===== config.mk =====
export PLATFORM = sky130hd
export DESIGN_NAME = page_write_buffer
export DESIGN_NICKNAME = d
export VERILOG_FILES = /design/src/rtl/pwb_pkg.sv /design/src/rtl/pwb_pointer.sv /design/src/rtl/pwb_store.sv /design/src/rtl/pwb_sequencer.sv /design/src/rtl/page_write_buffer.sv
export SDC_FILE = /design/constraint.sdc
export NUM_CORES = 1
export LEC_CHECK = 0
export BUFFER_PORTS_ARGS = -buffer_cell sky130_fd_sc_hd__buf_2
export CORE_ASPECT_RATIO = 1.4
export CORE_MARGIN = 2
export CORE_UTILIZATION = 55
export DETAILED_ROUTE_END_ITERATION = 10
export PLACE_DENSITY = 0.72
export SLEW_MARGIN = 20
export SYNTH_ARGS = -nofsm -noshare
export SYNTH_HDL_FRONTEND = slang
export SYNTH_HIERARCHICAL = 1
export SYNTH_SLANG_ARGS = --single-unit
export TNS_END_PERCENT = 1

===== constraint.sdc =====
create_clock -name clk -period 8 [get_ports clk]
set_input_delay 1.2 -clock clk [delete_from_list [all_inputs] [get_ports clk]]
set_output_delay 1.2 -clock clk [all_outputs]
set_load 0.01 [all_outputs]

===== src/rtl/pwb_pkg.sv =====
package pwb_pkg;
  typedef enum logic [1:0] {
    SQ_IDLE = 2'd0,
    SQ_COPY = 2'd1,
    SQ_HOLD = 2'd2
  } seq_state_e;
endpackage


===== src/rtl/pwb_pointer.sv =====
module pwb_pointer #(
  parameter int ADDR_W = 11,
  parameter int OFS_W  = 4,
  localparam int PAGE_W = ADDR_W - OFS_W
) (
  input  logic              clk,
  input  logic              rst_n,
  input  logic              load,
  input  logic [ADDR_W-1:0] addr_in,
  input  logic              adv,
  output logic [PAGE_W-1:0] page,
  output logic [OFS_W-1:0]  ofs
);
  logic [PAGE_W-1:0] page_d;
  logic [OFS_W-1:0]  ofs_d;
  logic              en;

  always_comb begin
    page_d = page;
    ofs_d  = ofs;
    en     = load | adv;
    if (load) begin
      page_d = addr_in[ADDR_W-1:OFS_W];
      ofs_d  = addr_in[OFS_W-1:0];
    end else if (adv) begin
      ofs_d  = ofs + 1'b1;
    end
  end

  always_ff @(posedge clk or negedge rst_n) begin
    if (!rst_n) begin
      page <= '0;
      ofs  <= '0;
    end else if (en) begin
      page <= page_d;
      ofs  <= ofs_d;
    end
  end

  AST_OFS_STEP: assert property (@(posedge clk) disable iff (!rst_n)
    (adv && !load) |=> ofs == OFS_W'($past(ofs) + 1'b1));
  AST_PAGE_HOLD: assert property (@(posedge clk) disable iff (!rst_n)
    !load |=> $stable(page));
endmodule


===== src/rtl/pwb_store.sv =====
module pwb_store #(
  parameter int DATA_W = 8,
  parameter int OFS_W  = 4,
  localparam int DEPTH = 1 << OFS_W
) (
  input  logic              clk,
  input  logic              rst_n,
  input  logic              wr_en,
  input  logic [OFS_W-1:0]  wr_ofs,
  input  logic [DATA_W-1:0] wr_data,
  input  logic              clr,
  input  logic [OFS_W-1:0]  rd_ofs,
  output logic [DATA_W-1:0] rd_data,
  output logic [DEPTH-1:0]  mask
);
  logic [DEPTH-1:0][DATA_W-1:0] data_q;
  logic [DEPTH-1:0]             hit;
  logic [DEPTH-1:0]             mask_d;

  for (genvar g = 0; g < DEPTH; g++) begin : g_dec
    assign hit[g] = wr_en && (wr_ofs == OFS_W'(g));
  end

  always_comb begin
    mask_d = mask;
    if (clr)        mask_d = '0;
    else if (wr_en) mask_d = mask | hit;
  end

  always_ff @(posedge clk or negedge rst_n) begin
    if (!rst_n) mask <= '0;
    else        mask <= mask_d;
  end

  always_ff @(posedge clk) begin
    for (int i = 0; i < DEPTH; i++) begin
      if (hit[i]) data_q[i] <= wr_data;
    end
  end

  assign rd_data = data_q[rd_ofs];

  AST_MARK_SET: assert property (@(posedge clk) disable iff (!rst_n)
    (wr_en && !clr) |=> mask[$past(wr_ofs)]);
  AST_MARK_CLEAR: assert property (@(posedge clk) disable iff (!rst_n)
    clr |=> mask == '0);
endmodule


===== src/rtl/pwb_sequencer.sv =====
module pwb_sequencer
  import pwb_pkg::*;
#(
  parameter int OFS_W        = 4,
  parameter int WRITE_CYCLES = 40,
  localparam int DEPTH = 1 << OFS_W,
  localparam int CNT_W = $clog2(WRITE_CYCLES + 1)
) (
  input  logic             clk,
  input  logic             rst_n,
  input  logic             commit,
  input  logic [DEPTH-1:0] mask,
  output logic             busy,
  output logic [OFS_W-1:0] scan,
  output logic             we,
  output logic             clr
);
  seq_state_e       state_q, state_d;
  logic [OFS_W-1:0] scan_d;
  logic [CNT_W-1:0] cnt_q, cnt_d;
  logic             scan_en, cnt_en;

  always_comb begin
    state_d = state_q;
    scan_d  = scan;
    cnt_d   = cnt_q;
    scan_en = 1'b0;
    cnt_en  = 1'b0;
    clr     = 1'b0;
    case (state_q)
      SQ_IDLE: begin
        if (commit && (|mask)) begin
          state_d = SQ_COPY;
          scan_d  = '0;
          scan_en = 1'b1;
        end
      end
      SQ_COPY: begin
        scan_d  = scan + 1'b1;
        scan_en = 1'b1;
        if (scan == {OFS_W{1'b1}}) begin
          state_d = SQ_HOLD;
          cnt_d   = '0;
          cnt_en  = 1'b1;
        end
      end
      SQ_HOLD: begin
        cnt_d  = cnt_q + 1'b1;
        cnt_en = 1'b1;
        if (cnt_q == CNT_W'(WRITE_CYCLES - 1)) begin
          state_d = SQ_IDLE;
          clr     = 1'b1;
        end
      end
      default: state_d = SQ_IDLE;
    endcase
  end

  always_ff @(posedge clk or negedge rst_n) begin
    if (!rst_n) state_q <= SQ_IDLE;
    else        state_q <= state_d;
  end

  always_ff @(posedge clk or negedge rst_n) begin
    if (!rst_n)       scan <= '0;
    else if (scan_en) scan <= scan_d;
  end

  always_ff @(posedge clk or negedge rst_n) begin
    if (!rst_n)      cnt_q <= '0;
    else if (cnt_en) cnt_q <= cnt_d;
  end

  assign busy = (state_q != SQ_IDLE);
  assign we   = (state_q == SQ_COPY) && mask[scan];

  AST_EMPTY_COMMIT: assert property (@(posedge clk) disable iff (!rst_n)
    (commit && mask == '0 && !busy) |=> !busy);
  AST_START_BUSY: assert property (@(posedge clk) disable iff (!rst_n)
    (commit && mask != '0 && !busy) |=> busy);
  AST_END_CLEAN: assert property (@(posedge clk) disable iff (!rst_n)
    $fell(busy) |-> mask == '0);
endmodule


===== src/rtl/page_write_buffer.sv =====
module page_write_buffer #(
  parameter int ADDR_W       = 11,
  parameter int DATA_W       = 8,
  parameter int OFS_W        = 4,
  parameter int WRITE_CYCLES = 40,
  localparam int DEPTH  = 1 << OFS_W,
  localparam int PAGE_W = ADDR_W - OFS_W
) (
  input  logic              clk,
  input  logic              rst_n,
  input  logic              addr_load,
  input  logic [ADDR_W-1:0] addr_in,
  input  logic              byte_stb,
  input  logic [DATA_W-1:0] byte_in,
  input  logic              commit,
  output logic              busy,
  output logic              mem_we,
  output logic [ADDR_W-1:0] mem_addr,
  output logic [DATA_W-1:0] mem_wdata
);
  logic              ld_ok;
  logic              byte_ok;
  logic [PAGE_W-1:0] page;
  logic [OFS_W-1:0]  wofs;
  logic [OFS_W-1:0]  scan;
  logic [DEPTH-1:0]  mask;
  logic              clr;

  assign ld_ok   = addr_load && !busy;
  assign byte_ok = byte_stb && !busy && !addr_load;

  pwb_pointer #(.ADDR_W(ADDR_W), .OFS_W(OFS_W)) u_ptr (
    .clk(clk), .rst_n(rst_n), .load(ld_ok), .addr_in(addr_in),
    .adv(byte_ok), .page(page), .ofs(wofs)
  );

  pwb_store #(.DATA_W(DATA_W), .OFS_W(OFS_W)) u_store (
    .clk(clk), .rst_n(rst_n), .wr_en(byte_ok), .wr_ofs(wofs),
    .wr_data(byte_in), .clr(clr), .rd_ofs(scan), .rd_data(mem_wdata),
    .mask(mask)
  );

  pwb_sequencer #(.OFS_W(OFS_W), .WRITE_CYCLES(WRITE_CYCLES)) u_seq (
    .clk(clk), .rst_n(rst_n), .commit(commit), .mask(mask),
    .busy(busy), .scan(scan), .we(mem_we), .clr(clr)
  );

  assign mem_addr = {page, scan};

  AST_WE_INSIDE_BUSY: assert property (@(posedge clk) disable iff (!rst_n)
    mem_we |-> busy);
  AST_BUSY_FREEZE: assert property (@(posedge clk) disable iff (!rst_n)
    (busy && !clr) |=> $stable(mask));
  AST_PAGE_FIXED_IN_BUSY: assert property (@(posedge clk) disable iff (!rst_n)
    busy |=> $stable(page));
endmodule


Word-level counts from Yosys, hierarchy flattened
Cells that the tools add are included.

storage, ports and cells
  bits in registers = 167
  input port bits = 24
  logic and storage cells = 108

operators by class
  $add $sub $neg = 3
  $lt $le $gt $ge = 1
  equal/unequal tests = 22
  muxes and demuxes = 22
  bitwise gates (word level) = 2
  reductions and logical operators = 36

operators by type and width
  kind                                                                           count
  4-bit == test (second input constant)                                          9
  8-bit binary-select mux with 4-bit select                                      1
  16-bit two-way mux                                                             2
  1-bit logical AND                                                              21
  4-bit by 3-bit == test with 1-bit output (second input constant)               4
  16-bit bitwise OR                                                              1
  16-bit OR reduction                                                            1
  4-bit two-way mux                                                              3
  6-bit one-hot mux with 2 select lines                                          1
  2-bit nonzero test                                                             5
  3-bit AND reduction                                                            3
  4-bit by 1-bit adder with 4-bit output (second input constant)                 2
  4-bit by 2-bit == test with 1-bit output (second input constant)               2
  8-bit two-way mux                                                              1
  4-bit one-hot mux with 2 select lines                                          1
  6-bit by 1-bit adder with 6-bit output (second input constant)                 1
  6-bit == test (second input constant)                                          1
  2-bit two-way mux                                                              3
  6-bit two-way mux                                                              1
  2-bit by 1-bit != test with 1-bit output (second input constant)               3
  2-bit one-hot mux with 3 select lines                                          1
  4-bit by 5-bit less-than comparator with 1-bit output (second input constant)  1
  1-bit two-way mux                                                              5
  1-bit binary-select mux with 4-bit select                                      1
  other kinds (9)                                                                12

Logic depth before layout (Yosys ltp)
  word-level depth = 8
  depth in mapped cells = 5
  depth with buffers taken out = 5

By module
Netlist, hierarchy kept.

by module, submodules not included
  module             times used  cells each  area an instance (um2)
  pwb_store          1           274         5586.6
  pwb_sequencer      1           78          783.3
  pwb_pointer        1           33          467.9
  page_write_buffer  1           2           18.8

Worst setup path before layout
OpenSTA, ideal clock, no wires.

  path type = input-to-reg
  start = input port addr_load
  end = register u_store/data_q[0] (netlist name) (enable)
  setup time = 383 ps
  arrival time = 2797 ps
  data required time = 7617 ps
  setup slack = 4820 ps
  stages = 3
  path through = nor3b_2 > or3b_2 > nor3_1

on the way
  word-level cells in the longest chain between the ends = 3

RTL lines
  what                             RTL line                 text
  from (decl)                      page_write_buffer.sv:11  input logic addr_load,
  1-bit logical NOT                page_write_buffer.sv:30  assign byte_ok = byte_stb && !busy && !addr_load;
  1-bit logical AND                page_write_buffer.sv:30
  1-bit logical AND                pwb_store.sv:21          assign hit[g] = wr_en && (wr_ofs == OFS_W'(g));
  named net u_store.hit[0]         pwb_store.sv:17          logic [DEPTH-1:0] hit;
  to (signal, indexed assignment)  pwb_store.sv:37          if (hit[i]) data_q[i] <= wr_data;
  to (decl)                        pwb_store.sv:16          logic [DEPTH-1:0][DATA_W-1:0] data_q;

The timed path passes the listed nets, and every way through them passes these cells.
A chain may end at the register's enable or synchronous reset.

Final worst setup path
  start = register u_seq.scan[0]
  end = output port mem_wdata[4]

on the way
  word-level cells in the longest chain between the ends = 2

RTL lines
  what                                       RTL line                 text
  from (decl)                                pwb_sequencer.sv:14      output logic [OFS_W-1:0] scan,
  from (signal assigned)                     pwb_sequencer.sv:66      else if (scan_en) scan <= scan_d;
  8-bit binary-select mux with 4-bit select  pwb_store.sv:41          assign rd_data = data_q[rd_ofs];
  8-bit two-way mux (not written as such)    pwb_store.sv:41
  to (decl)                                  page_write_buffer.sv:19  output logic [DATA_W-1:0] mem_wdata

No other way between the ends. The select of a mux whose other input is x is not followed.

==> impl_metrics.ini <==
[pwr]
internal_power_mw = 1.80
p_per_area_nw_per_um2 = 338
p_seq_share_pct = 43.0
pwr-share-comb_pct = 27.8
clock_power_share_pct = 29.2
power_switching_mw = 0.811
leakage_nw = 2.82
p_sw_share_pct = 31.0
vdd_ir_drop_max_mv = 0.218

[logic_synthesis]
synth-main-ff-cell = edfxtp_1
synth.top_cell.area_share_pct = 56.1
synthArstFlopShare_pct = 23.4
synth_top_area_cell = edfxtp_1
syn_nets = 414
synth.area.top_cells = edfxtp_1, dfrtp_1, mux4_2, mux4_1, a22oi_1
yosys_warnings = 6
synth_edf_count = 128
syn_inst = 387
synth_commonest_cells = edfxtp_1, dfrtp_1, nor2_1
synth_seq_cells = 167
synth_area_um2 = 6860
postSynthAreaPerCell_um2 = 17.7
yosys.cell_types.count = 45
synthMostInstantiatedCell = edfxtp_1
seq_area_frac_synth_pct = 70.3

[timing]
worst_slew_pin_slew_ns = 1.00
hold_ws_ns = 0.480
finalSetupViolCount = 0
max_freq_mhz = 258
rsz0062_at_grt = no
fin_tns_setup_ns = 0
fin_crit_sh_pct = 48.5
finalHoldViolCount = 0
fin_worst_skew_ns = 0.00947
fin_crit_ns = 3.88
slew_viol_final = 0
slew-limit-headroom_pct = 33.0

[clocking]
cts_root_buf = clkbuf_16
cts.path.max_buffers = 2
htree_levels = 4
cts_made_buffers = 17
cts-hold-fix-buffers = 0
post_cts_buffers = 0
cts_resized = 0
insertion_delay_ns = 0.42
clk_pin_slew_worst_paths_ns = 0.06
tritoncts = built
cts.sinks = 167

[critical_path]
path_cells = buf_4 -> mux4_1 -> a22oi_1 -> nand2_1 -> buf_2
cp-start-kind = register
cp_slowest_cell = mux4_1
worstPathRequired_ns = 6.80
crit_path_max_fanout = 32
cp-end-kind = primary output
cp.arrival_ns = 2.68
max_stage_delay_ns = 0.63
path_class = reg2out

[die]
die_w_um = 98.4
rows = 48
start_util_pct = 56.0
dieArea_um2 = 13400
io-pin-count = 45
die_y_um = 136
core_um2 = 12300

[place]
hpwl_um = 8540
port_buffers = 44
gp_congestion = 0.826

[global_route]
grt_util_all_layers_pct = 21.0
grt_pass1_vias = 3766
grt_max_degree = 40
gr-total-overflow = 0
grt_antenna_before_repair = 0
grt_pass1_wl_um = 20800

[worst_hold_path]
hold_class = reg2reg

[cells_and_area]
final_nets = 466
area_growth_pct = 12.8
post-route-util_pct = 63.1
fill_cells = 897
diodes = 0
drive_above_1_share_pct = 27.2

[drt]
wire_per_inst_um = 22.0
drt_wl_total_um = 13200
dr.pass1.iters = 5
vias = 3700
viasPerCell = 6.15
ant_nets = 0
drt_iter0_markers = 275
drc_errors = 0

[run_status]
status = completed

[flow_run]
drv_cap = 0
[area by class of cell]
class	instances	area, µm²	share of cell area, %
clock buffer	17	425	5.50
inverter	2	7.51	0.0971
multi-input combinational	202	1900	24.6
tap	150	188	2.43
sequential	167	4820	62.3
clock inverter	15	130	1.68
timing repair buffer	49	258	3.33
[layer usage]
| metal | share of wire (%) | track usage [%] |
|---|---|---|
| met4 | 0.66 | 5.40 |
| met5 | 0 | 0 |
| met3 | 5.2 | 5.14 |
| met2 | 55 | 37.3 |
| met1 | 40 | 25.9 |
[critical path, delay by kind of cell, from the launching register on]
| kind | cells | cell delay (ns) |
|---|---|---|
| buf+inv | 2 | 0.71 |
| mux | 1 | 0.63 |
| flops | 1 | 0.53 |
| compound gates | 1 | 0.28 |
| simple gates | 1 | 0.09 |
[final timing paths]
| path | cells past startpoint | to | startpoint | slack (ns) |
|---|---|---|---|---|
| worst max-delay path | 5 | mem_wdata[4] | u_seq/scan[0] | 4.12 |
| worst max register to register | 4 | u_store/data_q[19] | u_seq/state_q[0] | 4.93 |
| max in group asynchronous | 1 | u_seq/scan[0] | rst_n | 6.51 |
| worst min-delay path | 1 | u_seq/cnt_q[5] | u_seq/cnt_q[5] | 0.48 |
| min in group asynchronous | 1 | u_seq/cnt_q[5] | rst_n | 0.89 |
| worst min register to register | 1 | u_seq/cnt_q[5] | u_seq/cnt_q[5] | 0.48 |
[layout by cell type (no fill, tap or decap), types with 3 or more instances in the layout]
master      netlist  layout
nor3_1            5       4
o21ai_0           4       4
a22o_1            4       4
nand4_1           3       3
clkinvlp_4        0       5
nand2_1          19      19
edfxtp_1        128     128
dfrtp_1          39      38
mux4_2           20      20
o21ai_1           7       7
mux4_1           14      14
nand3_1           5       5
and2b_1           3       3
mux2_2           10      10
o21ba_2           4       4
nand2b_1          3       3
a22oi_1          17      17
nor2_1           31      31
nor4_1            4       4
buf_2             3      44
ha_1              3       3
buf_4             1       5
nor2b_1           5       5
inv_6             0       3
clkbuf_16         0      17
a21oi_1          11      11
clkinv_2          0       3
and3_1            3       3
a31oi_1           3       3
mux2i_1           5       5
[metrics by stage]
step	cells	cell area, µm²	power, mW	setup slack (ns)
2_1_floorplan	387	6860	1.67	4.82
3_3_place_gp	570	7170	1.85	4.43
5_1_grt	602	7730	2.74	3.97
4_1_cts	602	7730	2.64	4.09
3_5_place_dp	570	7170	1.87	4.33
6_report	602	7730	2.61	4.12
[sequential cells by signal, summed over array words and instances (netlist names)]
register	count
u_ptr/ofs	4
u_ptr/page	7
u_seq/cnt_q	6
u_seq/scan	4
u_seq/state_q	2
u_store/data_q	128
u_store/mask	16
[cells by family (layout without fill, tap and decap cells)]
kind of cell    Yosys count  in the layout  synth area share, %
simple gates             91             91                 6.66
mux                      49             49                 14.3
buf+inv                  18             83                 2.03
compound gates           56             56                 5.78
xor+xnor                  3              3                0.383
flops                   167            167                 70.3
fa+ha+maj                 3              3                0.548
[power groups by stage]
stage,clock network [mW],registers [mW],logic [mW]
final,0.762,1.12,0.726
after global routing,0.810,1.14,0.792
after CTS,0.779,1.12,0.738
after detailed placement,0,1.14,0.734
after global placement,0,1.13,0.720
after floorplan,0,1.11,0.564
Power figures use the tool's default switching activity.
